### config.mk
export PLATFORM = sky130hd
export DESIGN_NAME = gpio_apb_irq
export DESIGN_NICKNAME = d
export VERILOG_FILES = /design/src/rtl/gpio_apb_irq.sv
export SDC_FILE = /design/constraint.sdc
export NUM_CORES = 1
export LEC_CHECK = 0
export ABC_AREA = 1
export ABC_CLOCK_PERIOD_IN_PS = 1100
export BUFFER_PORTS_ARGS = -buffer_cell sky130_fd_sc_hd__buf_2
export CORE_UTILIZATION = 49
export CTS_CLUSTER_SIZE = 28
export DETAILED_ROUTE_END_ITERATION = 8
export GPL_ROUTABILITY_DRIVEN = 0
export PLACE_DENSITY_LB_ADDON = 0.15
export SLEW_MARGIN = 0
export SYNTH_ARGS = -nofsm -noshare
export SYNTH_HDL_FRONTEND = slang
export SYNTH_SLANG_ARGS = --single-unit
### constraint.sdc
create_clock -name pclk -period 1.1 [get_ports pclk]
set_input_delay 0.055 -clock pclk [delete_from_list [all_inputs] [get_ports pclk]]
set_output_delay 0.055 -clock pclk [all_outputs]
set_load 0.02 [all_outputs]
### src/rtl/gpio_apb_irq.sv
module gpio_apb_irq #(
  parameter int NUM_PORTS = 4,
  parameter int PORT_W    = 8,
  parameter int ADDR_W    = 8
) (
  input  logic                        pclk,
  input  logic                        presetn,
  input  logic                        psel,
  input  logic                        penable,
  input  logic                        pwrite,
  input  logic [ADDR_W-1:0]           paddr,
  input  logic [31:0]                 pwdata,
  output logic [31:0]                 prdata,
  output logic                        pready,
  output logic                        pslverr,
  input  logic [NUM_PORTS*PORT_W-1:0] pin_in,
  output logic [NUM_PORTS*PORT_W-1:0] pin_out,
  output logic [NUM_PORTS*PORT_W-1:0] pin_oe,
  output logic                        irq
);
  localparam int NP = NUM_PORTS * PORT_W;
  localparam logic [ADDR_W-1:0] A_EN   = ADDR_W'(8'h30);
  localparam logic [ADDR_W-1:0] A_MASK = ADDR_W'(8'h34);
  localparam logic [ADDR_W-1:0] A_TYPE = ADDR_W'(8'h38);
  localparam logic [ADDR_W-1:0] A_POL  = ADDR_W'(8'h3c);
  localparam logic [ADDR_W-1:0] A_STAT = ADDR_W'(8'h40);
  localparam logic [ADDR_W-1:0] A_EOI  = ADDR_W'(8'h4c);
  localparam int A_EXT = 8'h50;

  logic [NP-1:0] dout_q, dir_q, sync1_q, sync2_q;
  logic [PORT_W-1:0] prev_q, en_q, mask_q, type_q, pol_q, latch_q;
  logic [PORT_W-1:0] pa, rise, fall, edge_hit, eoi_clr, lvl_act, raw, status;
  logic wr, eoi_wr;

  assign wr      = psel & penable & pwrite;
  assign eoi_wr  = wr && (paddr == A_EOI);
  assign pready  = 1'b1;
  assign pslverr = 1'b0;
  assign pin_out = dout_q;
  assign pin_oe  = dir_q;

  always_ff @(posedge pclk or negedge presetn) begin
    if (!presetn) begin
      dout_q <= '0;
      dir_q  <= '0;
      en_q   <= '0;
      mask_q <= '0;
      type_q <= '0;
      pol_q  <= '0;
    end else if (wr) begin
      for (int p = 0; p < NUM_PORTS; p++) begin
        if (paddr == ADDR_W'(12*p))     dout_q[p*PORT_W +: PORT_W] <= pwdata[PORT_W-1:0];
        if (paddr == ADDR_W'(12*p + 4)) dir_q[p*PORT_W +: PORT_W]  <= pwdata[PORT_W-1:0];
      end
      if (paddr == A_EN)   en_q   <= pwdata[PORT_W-1:0];
      if (paddr == A_MASK) mask_q <= pwdata[PORT_W-1:0];
      if (paddr == A_TYPE) type_q <= pwdata[PORT_W-1:0];
      if (paddr == A_POL)  pol_q  <= pwdata[PORT_W-1:0];
    end
  end

  always_ff @(posedge pclk or negedge presetn) begin
    if (!presetn) begin
      sync1_q <= '0;
      sync2_q <= '0;
      prev_q  <= '0;
      latch_q <= '0;
    end else begin
      sync1_q <= pin_in;
      sync2_q <= sync1_q;
      prev_q  <= pa;
      latch_q <= (latch_q & ~eoi_clr) | edge_hit;
    end
  end

  assign pa       = sync2_q[PORT_W-1:0];
  assign rise     = pa & ~prev_q;
  assign fall     = ~pa & prev_q;
  assign edge_hit = en_q & ~type_q & ((pol_q & rise) | (~pol_q & fall));
  assign eoi_clr  = eoi_wr ? pwdata[PORT_W-1:0] : '0;
  assign lvl_act  = ~(pa ^ pol_q);
  assign raw      = (type_q & lvl_act) | (~type_q & latch_q);
  assign status   = raw & en_q & ~mask_q;
  assign irq      = |status;

  always_comb begin
    prdata = '0;
    for (int p = 0; p < NUM_PORTS; p++) begin
      if (paddr == ADDR_W'(12*p))        prdata = 32'(dout_q[p*PORT_W +: PORT_W]);
      if (paddr == ADDR_W'(12*p + 4))    prdata = 32'(dir_q[p*PORT_W +: PORT_W]);
      if (paddr == ADDR_W'(A_EXT + 4*p)) prdata = 32'(sync2_q[p*PORT_W +: PORT_W]);
    end
    case (paddr)
      A_EN:    prdata = 32'(en_q);
      A_MASK:  prdata = 32'(mask_q);
      A_TYPE:  prdata = 32'(type_q);
      A_POL:   prdata = 32'(pol_q);
      A_STAT:  prdata = 32'(status);
      default: ;
    endcase
  end
endmodule

==> metrics, run 1 <==
global-route usage over all layers=30.9%; Critical Path Slowest Stage Cell=dfrtp_1; post-route clock period utilization=179%; Layout Skew=0.00679 ns; Max H-tree Level=4; row count=44; top cell type's share of synthesized area=roughly 60%; WL met3=1.61 mm; initial DRC count=472; peak supply drop=roughly 1.2 mV; total grt overflow=0; path depth of the worst reg2reg path=7; RSZ-0062 raised after global routing=true; Synth async-reset ratio=100%; most frequent cells after synthesis=nand2_1 (229), dfrtp_1 (176), o21ai_0 (109); vias in the first global route=6920; upper clock frequency limit=508 MHz; Yosys warning count=0; Post-synth EDFFs=0; Switching Power=3.67 mW; fin crit period=1.97 ns; DR vias=7015; CP Depth=9; sw frac=26.1%; met2 routed WL=11.8 mm; most frequent cell after synthesis=nand2_1; Main synth FF type=dfrtp_1; cell count after synthesis=830; Yosys reg bits=around 180; core footprint=0.0148 mm^2; CP bufs+invs=3; sequential share of power=48.1%; die footprint=0.0158 mm^2; element type at the critical path end=primary output; Post-DP Area=0.00948 mm^2; Clock Pin Slew Worst Setup and Hold Paths=0.07 ns; Slew Limit Fails=0; IO Port Bufs=125; vias per cell=5.20; initial antenna violation count=0; Post-Place Setup Slack=-0.664 ns; clock buffer count from CTS=17; max_cap viols=0; clock latency on the worst-skew pair=0.44 ns; required time worst endpoint=1.04 ns; DRC=0; Sinks on Clock Net=176; worst hold path class=in -> async; # IOs=176; DRT Pass-1 Iters=6; combinational power share=8.4%; leakage=5.60 nW; die height=126 um; Worst Slack Setup Final=-0.869 ns; aggregate negative setup slack=-9.48 ns; Cell variety after synth=33; Nets=~1200; final setup vio count=57; Avg WL per Cell=between 15 and 20 um; total wire length=between 20 and 25 mm; Die Wd=approximately 130 um; run status=finished, violations left; final core occ=77.7%; synthesized cell area=between 0.007 and 0.008 mm^2; wire length of the first global-routing pass=36.7 mm; failing checks=setup timing; cell family with the largest share of critical-path delay=compound AO/OA/AOI/OAI gates; largest net degree at the start of global routing=57; Mapped Avg Cell Area=9.06 um^2; Reg area=0.00441 mm^2; Worst path most repeated cell=nand3_2; Fin. Hold Viols=0; initial core utilization=about half; CP Cell Sequence=inv_2, nand2_2, nand3_2, o2111ai_2, o22ai_1, a211oi_2, buf_4, nand3_2, buf_6; Critical Path AT=between 1.5 and 2 ns; largest area contributor in the netlist=dfrtp_1; multi-input logic area=0.00291 mm^2; largest cells by area after synthesis=dfrtp_1 (59%), nand2_1 (11%), o21ai_0 (7.3%); clk buf depth=2; Clock power frac=between 40 and 50%; hpwl dp=15.8 mm; Root Driver=clkbuf_16; pwr/cell area=approximately 1200 mW/mm^2; Antenna Violating Nets Remaining=0; Int Pwr=10.4 mW; P&R area growth vs syn=52.4%; top layer in use=met4; share of the yosys chip area belonging to registers=58.6%; Fillers=between 900 and 1000; Pwr Total=14.1 mW; Setup crit start kind=register; Design Area, Final=between 0.01 and 0.015 mm^2; WS Path Type=reg -> out; met1 WL=9.99 mm; critical path peak fanout=3; slowest cell delay on critical path=0.43 ns; Ant. Diodes=0; share of post-route cells with drive strength above 1=38.2%; CTS tree=done
## metal layers
metal  vias to the layer above  global-route usage (%)
li1                       3286                       -
met1                      3395                    40.6
met2                       287                    50.9
met3                        47                    6.67
met4                         0                    11.1
met5                         -                       0
## stage by stage
| step | hold slack [ns] | std cells |
|---|---|---|
| after global routing | 0.0344 | 1348 |
| after floorplan | -0.241 | 854 |
| after detailed placement | -0.0755 | 1265 |
| final | 0.0279 | 1348 |
| after global placement | -0.0783 | 1265 |
| after CTS | 0.0300 | 1342 |
## final timing paths
check,startpoint,endpoint,slack [ns]
max,sync2_q[6]$_DFF_PN0_,prdata[6],-0.87
min,presetn,pin_out[0]$_DFFE_PN0P_,0.03
max in group asynchronous,presetn,sync2_q[21]$_DFF_PN0_,0.51
min reg2reg,sync1_q[8]$_DFF_PN0_,sync2_q[8]$_DFF_PN0_,0.35
max reg2reg,sync2_q[5]$_DFF_PN0_,latch_q[5]$_DFF_PN0_,-0.07
min in group pclk,pwdata[3],type_q[3]$_DFFE_PN0P_,0.04
## worst register-to-register path, stage by stage (launching register included)
cell      delay, ns
dfrtp_2        0.46
inv_2          0.07
nand2_2        0.06
buf_4          0.13
buf_4          0.12
nand2_1        0.05
o211ai_1       0.07
o21ai_0        0.15
## power by group through the flow
| stage | logic [mW] | registers (mW) | clock network [mW] |
|---|---|---|---|
| after floorplan | 0.384 | 6.90 | 0 |
| after global placement | 0.931 | 6.88 | 0 |
| after detailed placement | 0.940 | 6.88 | 0 |
| after CTS | 1.15 | 6.77 | 6.11 |
| after global routing | 1.27 | 6.79 | 6.44 |
| final | 1.18 | 6.78 | 6.12 |
## cell type report
class / count / area share (%)
Timing Repair Buffer: 329 / 25.4
Sequential cell: 176 / 38.5
Clock buffer: 18 / 3.74
Tap cell: 184 / 2.01
Inverter: 96 / 3.42
Multi-Input combinational cell: 530 / 25.4
Clock inverter: 14 / 1.46
Timing Repair inverter: 1 / 0.0655
## state kept, by name, summed over array words and instances (netlist names)
name,count
sync1_q,32
pin_oe,32
en_q,8
sync2_q,32
pin_out,32
mask_q,8
type_q,8
prev_q,8
pol_q,8
latch_q,8
## cells in the final DEF, fill, tap and decap left out, types with 5 or more instances in the layout
master / n
nor2_1: 18
o21ai_0: 101
inv_1: 77
o21ai_2: 8
nand2_1: 210
inv_2: 13
dlygate4sd3_1: 36
o21ai_1: 10
buf_12: 6
o211ai_1: 8
buf_4: 108
buf_6: 116
nand3_1: 23
dfrtp_1: 173
nand2_2: 19
a211oi_2: 7
nand2_4: 6
nand3_2: 15
nand4_1: 16
clkbuf_16: 17
nor2_4: 8
conb_1: 26
inv_8: 5
nor2_2: 10
o22ai_1: 11
buf_2: 63
## logic make-up after synthesis
logic type	share of synthesized area, %
AO/OA/AOI/OAI	12.4
buffers and inverters	9.15
flip-flops	58.6
AND/OR/NAND/NOR	19.8
other	0.0999
## timing repair
action	4_1_cts	5_1_grt
hold buffers	36	0
setup endpoints to repair	69	104
resized for setup	204	86
gates cloned	0	2
pin swaps	18	35
endpoints found under the hold margin	213	0
buffers inserted	23	26
(Power assumes the default switching activity.)
==> inputs of run 2 (changes only) <==
--- a/config.mk
+++ b/config.mk
@@ -8,7 +8,9 @@
 export ABC_AREA = 1
 export ABC_CLOCK_PERIOD_IN_PS = 1100
 export BUFFER_PORTS_ARGS = -buffer_cell sky130_fd_sc_hd__buf_2
-export CORE_UTILIZATION = 49
+export CORE_ASPECT_RATIO = 0.5
+export CORE_UTILIZATION = 50
+export CTS_BUF_LIST = sky130_fd_sc_hd__clkbuf_8
 export CTS_CLUSTER_SIZE = 28
 export DETAILED_ROUTE_END_ITERATION = 8
 export GPL_ROUTABILITY_DRIVEN = 0
==> run 2 against run 1 <==
The flow finishes with violations (hold timing, setup timing); setup slack worse by 0.067 ns; count of clock-buffer cells in the layout down 1; clock skew up 0.0051 ns; sequential power about the same; register-to-register slack better by 0.07 ns.
==> metrics, run 2 (synthesis gave the netlist of run 1 again) <==
run status=finished, violations left; failing checks=hold timing, setup timing; critical path peak fanout=4; row count=31; Worst path most repeated cell=nand3_2; CP Depth=7; # IOs=176; vias per cell=about 5.3; CP bufs+invs=1; Nets=1239; share of post-route cells with drive strength above 1=39.0%; DRT Pass-1 Iters=6; Layout Skew=0.0119 ns; commonest non-fill, non-tap cell in the layout=nand2_1; Critical Path Slowest Stage Cell=dfrtp_2; Antenna Violating Nets Remaining=0; die footprint=between 0.015 and 0.02 mm^2; Post-Place Setup Slack=-0.703 ns; worst hold path class=in -> async; IO Port Bufs=125; element type at the critical path end=primary output; path depth of the worst reg2reg path=6; Clock power frac=36.1%; Setup crit start kind=register; combinational power share=10.0%; global-route usage over all layers=32.9%; upper clock frequency limit=491 MHz; required time worst endpoint=1.04 ns; DR vias=approximately 7300; sw frac=roughly 28%; Avg WL per Cell=18.4 um; reg2reg setup slack=0 ns; clk buf depth=2; Max H-tree Level=4; DRC=0; initial DRC count=approximately 800; largest net degree at the start of global routing=48; core footprint=0.0146 mm^2; pwr/cell area=1100 mW/mm^2; vias in the first global route=7144; RSZ-0062 raised after global routing=true; die height=88.7 um; peak supply drop=1.03 mV; hold slack=-0.0221 ns; most frequent cells in the layout=nand2_1 (208), dfrtp_1 (171), buf_6 (123); Critical Path Sink=prdata[5]; total grt overflow=0; Ant. Diodes=0; Critical Path AT=1.98 ns; slowest cell delay on critical path=slightly below 0.5 ns; end of the worst register-to-register path=latch_q[2]$_DFF_PN0_; CTS tree=done; Clock Pin Slew Worst Setup and Hold Paths=approximately 0.11 ns; worst setup path startpoint=sync2_q[5]$_DFF_PN0_; total wire length=25.2 mm; sequential share of power=53.9%; Pwr Total=approximately 13 mW; Fin. Hold Viols=9; max_cap viols=0; Die Wd=roughly 180 um; WS Path Type=reg -> out; aggregate negative setup slack=-12.24 ns; Switching Power=3.51 mW; clock buffer count from CTS=17; hpwl dp=approximately 16 mm; leakage=5.52 nW; final setup vio count=76; initial core utilization=51.6%; Root Driver=clkbuf_8; P&R area growth vs syn=52.2%; cell family with the largest share of critical-path delay=compound AO/OA/AOI/OAI gates; clock latency on the worst-skew pair=0.48 ns; fin crit period=2.04 ns; wire length of the first global-routing pass=38.0 mm; Slew Limit Fails=0; post-route clock period utilization=185%; Int Pwr=9.07 mW; Worst Slack Setup Final=-0.936 ns; Sinks on Clock Net=around 180; RR Startpoint=sync2_q[2]$_DFF_PN0_; initial antenna violation count=0; CP Cell Sequence=nand2_2, nand3_2, o2111ai_4, o22ai_2, a211oi_2, nand3_2, buf_6
## run 2: repair_timing
item                       CTS  global route
pin swaps                   35            31
resized for setup          215            79
setup endpoints to repair   90           112
hold endpoints to repair   221             0
hold buffers                41             0
buffers inserted            35            21
## run 2: how the worst min path moves through the flow
stage | endpoint | slack [ns] | start
after global placement | latch_q[6]$_DFF_PN0_ | -0.09 | presetn
after CTS | type_q[4]$_DFFE_PN0P_ | 0.004 | pwdata[4]
final | pin_oe[28]$_DFFE_PN0P_ | -0.02 | presetn
after floorplan | en_q[0]$_DFFE_PN0P_ | -0.24 | presetn
after detailed placement | latch_q[6]$_DFF_PN0_ | -0.09 | presetn
after global routing | pin_oe[28]$_DFFE_PN0P_ | 0.01 | presetn
## run 2: metrics by stage
stage	util [%]	std cells	instance area [um^2]	hold WS (ns)
finish	78.5	1373	11400	-0.0221
global route	78.5	1373	11400	0.0105
CTS	76.9	1371	11200	0.00351
detailed placement	65.6	1282	9560	-0.0927
global placement	65.6	1282	9560	-0.0943
floorplan	-	854	7750	-0.241
## run 2: power by group through the flow
| stage | Sequential [mW] | Clock [mW] | Combinational [mW] |
|---|---|---|---|
| 5_1_grt | 6.80 | 4.79 | 1.35 |
| 3_5_place_dp | 6.89 | 0 | 0.975 |
| 6_report | 6.79 | 4.54 | 1.26 |
| 4_1_cts | 6.78 | 4.56 | 1.22 |
| 2_1_floorplan | 6.90 | 0 | 0.384 |
| 3_3_place_gp | 6.88 | 0 | 0.954 |
## run 2: cell type report
class	count	area (um^2)
Clock buffer	17	234
Clock inverter	15	149
Fill cell	937	3140
Inverter	96	389
Multi-Input combinational cell	530	2890
Sequential cell	176	4410
Tap cell	198	248
Timing Repair Buffer	341	3120
## run 2: metal layers
metal / global-route usage (%) / routed length [um] / vias to the layer above / share of wire, %
met3: 8.29 / 2130 / 67 / 8.5
li1: - / - / 3301 / -
met5: 0 / 0 / - / 0
met2: 52.7 / 11700 / 379 / 47
met1: 44.7 / 10800 / 3532 / 43
met4: 10.4 / 551 / 0 / 2.2
==> inputs of run 3 (changes only) <==
--- a/config.mk
+++ b/config.mk
@@ -6,10 +6,10 @@
 export NUM_CORES = 1
 export LEC_CHECK = 0
 export ABC_AREA = 1
-export ABC_CLOCK_PERIOD_IN_PS = 1100
+export ABC_CLOCK_PERIOD_IN_PS = 1900
 export BUFFER_PORTS_ARGS = -buffer_cell sky130_fd_sc_hd__buf_2
 export CORE_ASPECT_RATIO = 0.5
-export CORE_UTILIZATION = 50
+export CORE_UTILIZATION = 56
 export CTS_BUF_LIST = sky130_fd_sc_hd__clkbuf_8
 export CTS_CLUSTER_SIZE = 28
 export DETAILED_ROUTE_END_ITERATION = 8
==> constraint.sdc (replaced) <==
create_clock -name pclk -period 1.9 [get_ports pclk]
set_input_delay 0.095 -clock pclk [delete_from_list [all_inputs] [get_ports pclk]]
set_output_delay 0.095 -clock pclk [all_outputs]
set_load 0.02 [all_outputs]
==> run 3 against run 2 <==
The run ends with DRC, setup timing left; via count shrank 9.7%; sequential power shrank 42%; power shrank 45%; setup slack gained 0.79 ns; design area shrank 16%; critical endpoint is now prdata[4]; largest cell class unchanged; largest power group unchanged; highest routed layer unchanged.
==> metrics, run 3 (synthesis gave the netlist of run 1 again) <==
run status=finished, violations left; failing checks=DRC, setup timing; critical path peak fanout=4; WS Path Type=reg -> out; Design Area, Final=0.00956 mm^2; Max H-tree Level=4; die height=between 80 and 90 um; die footprint=0.0139 mm^2; Switching Power=1.91 mW; initial core utilization=58.4%; dpl cells=1127; Die Wd=166 um; initial DRC count=791; Sinks on Clock Net=176; worst hold path class=in -> async; Post-Place Setup Slack=0.00418 ns; # IOs=176; P&R area growth vs syn=27.1%; Root Driver=clkbuf_8; clk buf depth=2; clock buffer count from CTS=17; largest net degree at the start of global routing=a little under 60; element type at the critical path end=primary output; fin crit period=slightly above 2 ns; peak supply drop=around 0.48 mV; end of the worst register-to-register path=latch_q[0]$_DFF_PN0_; pwr/cell area=727 mW/mm^2; RR Startpoint=sync2_q[0]$_DFF_PN0_; required time worst endpoint=1.80 ns; measured slew at the worst slew-check pin=0.745 ns; row count=29; upper clock frequency limit=between 400 and 500 MHz; total wire length=20.5 mm; share of post-route cells with drive strength above 1=29.5%; Critical Path AT=1.95 ns; Nets=about 1100; relative slew slack=50.3%; IO Port Bufs=~130; commonest non-fill, non-tap cell in the layout=nand2_1; RSZ-0062 raised after global routing=true; Layout Skew=0.0150 ns; wire length of the first global-routing pass=32.0 mm; reg2reg setup slack=0.82 ns; final core occ=about three quarters; vias in the first global route=6089; DR vias=6570; CTS tree=done; final setup vio count=9; total grt overflow=0; Ant. Diodes=0; Fin. Hold Viols=0; DRC=11; combinational power share=7.5%; initial antenna violation count=0; sw frac=27.5%; Avg WL per Cell=16.9 um; Clock Pin Slew Worst Setup and Hold Paths=0.10 ns; DRT Pass-1 Iters=9; Antenna Violating Nets Remaining=0; max_cap viols=0; core footprint=around 0.013 mm^2; global-route usage over all layers=about 31%; Post-DP Area=approximately 0.0084 mm^2; Clock power frac=36.2%; Int Pwr=5.04 mW; leakage=4.70 nW; most frequent cells in the layout=nand2_1 (219), dfrtp_1 (173), buf_2 (116); hpwl dp=between 10 and 15 mm; clock latency on the worst-skew pair=~0.46 ns; final cell count without fillers=1212; Worst Slack Setup Final=-0.145 ns; sequential share of power=56.4%; post-route clock period utilization=108%; Slew Limit Fails=0; hold slack=about 0.17 ns; vias per cell=5.42; path depth of the worst reg2reg path=3; Setup crit start kind=register
==> run 3: changes by cell type in the layout (fill, tap and decap cells not counted), moves of 4 or more <==
cell	previous run	this run
dlygate4sd3_1	40	33
inv_1	74	82
nand2_2	21	17
buf_6	123	8
buf_2	54	116
o21ai_1	9	2
nand2_4	6	0
buf_12	11	3
nand2_1	208	219
inv_2	17	12
o21ai_0	101	108
buf_4	113	48
==> run 3: layer usage <==
layer	global-route usage [%]	vias to the layer above	share of wire (%)	wire length [um]
met1	42.9	3153	43	8750
met4	8.84	0	1.6	323
met5	1.45	-	0	0
met2	46.3	345	45	9260
li1	-	3039	-	-
met3	8.68	33	10	2140
==> run 3: through the flow <==
| stage | TNS (ns) | power (mW) |
|---|---|---|
| after floorplan | 0 | 4.21 |
| after global placement | 0 | 4.41 |
| after detailed placement | 0 | 4.42 |
| after CTS | -0.632 | 6.95 |
| after global routing | -1.42 | 7.20 |
| final | -0.650 | 6.95 |
==> run 3: how the worst max path moves through the flow <==
| stage | start | endpoint | slack, ns | cells past startpoint |
|---|---|---|---|---|
| finish | sync2_q[4]$_DFF_PN0_ | prdata[4] | -0.14 | 6 |
| global route | sync2_q[1]$_DFF_PN0_ | prdata[1] | -0.23 | 8 |
| CTS | sync2_q[3]$_DFF_PN0_ | prdata[3] | -0.10 | 8 |
| detailed placement | paddr[5] | prdata[0] | 0.004 | 11 |
| global placement | paddr[5] | prdata[4] | 0.04 | 11 |
| floorplan | paddr[5] | prdata[0] | 0.53 | 10 |
==> run 3: layout make-up <==
type,count,area [um^2]
Sequential cell,176,4410
Fill cell,935,3320
Multi-Input combinational cell,530,2770
Timing Repair Buffer,208,1420
Inverter,96,360
Clock buffer,18,248
Tap cell,170,213
Clock inverter,14,143
==> run 3: what timing repair did <==
action | CTS | global route
resized for setup | 45 | 41
endpoints found under the setup margin | 9 | 9
pin swaps | 17 | 29
setup buffers | 10 | 10
hold buffers | 33 | 0
hold endpoints to repair | 86 | 0
==> run 3: power by group through the flow <==
stage	registers, mW	clock network, mW	logic (mW)
final	3.92	2.51	0.518
after global routing	3.93	2.70	0.567
after CTS	3.91	2.54	0.503
after detailed placement	3.99	0	0.434
after global placement	3.98	0	0.423
after floorplan	3.99	0	0.213
==> run 3: worst max-delay path: stages, from the launching register on <==
cell and delay [ns]:
dfrtp_2 0.48, a21oi_2 0.18, a21oi_2 0.08, a22o_1 0.19
nor3_2 0.25, nand3_2 0.14, buf_6 0.16
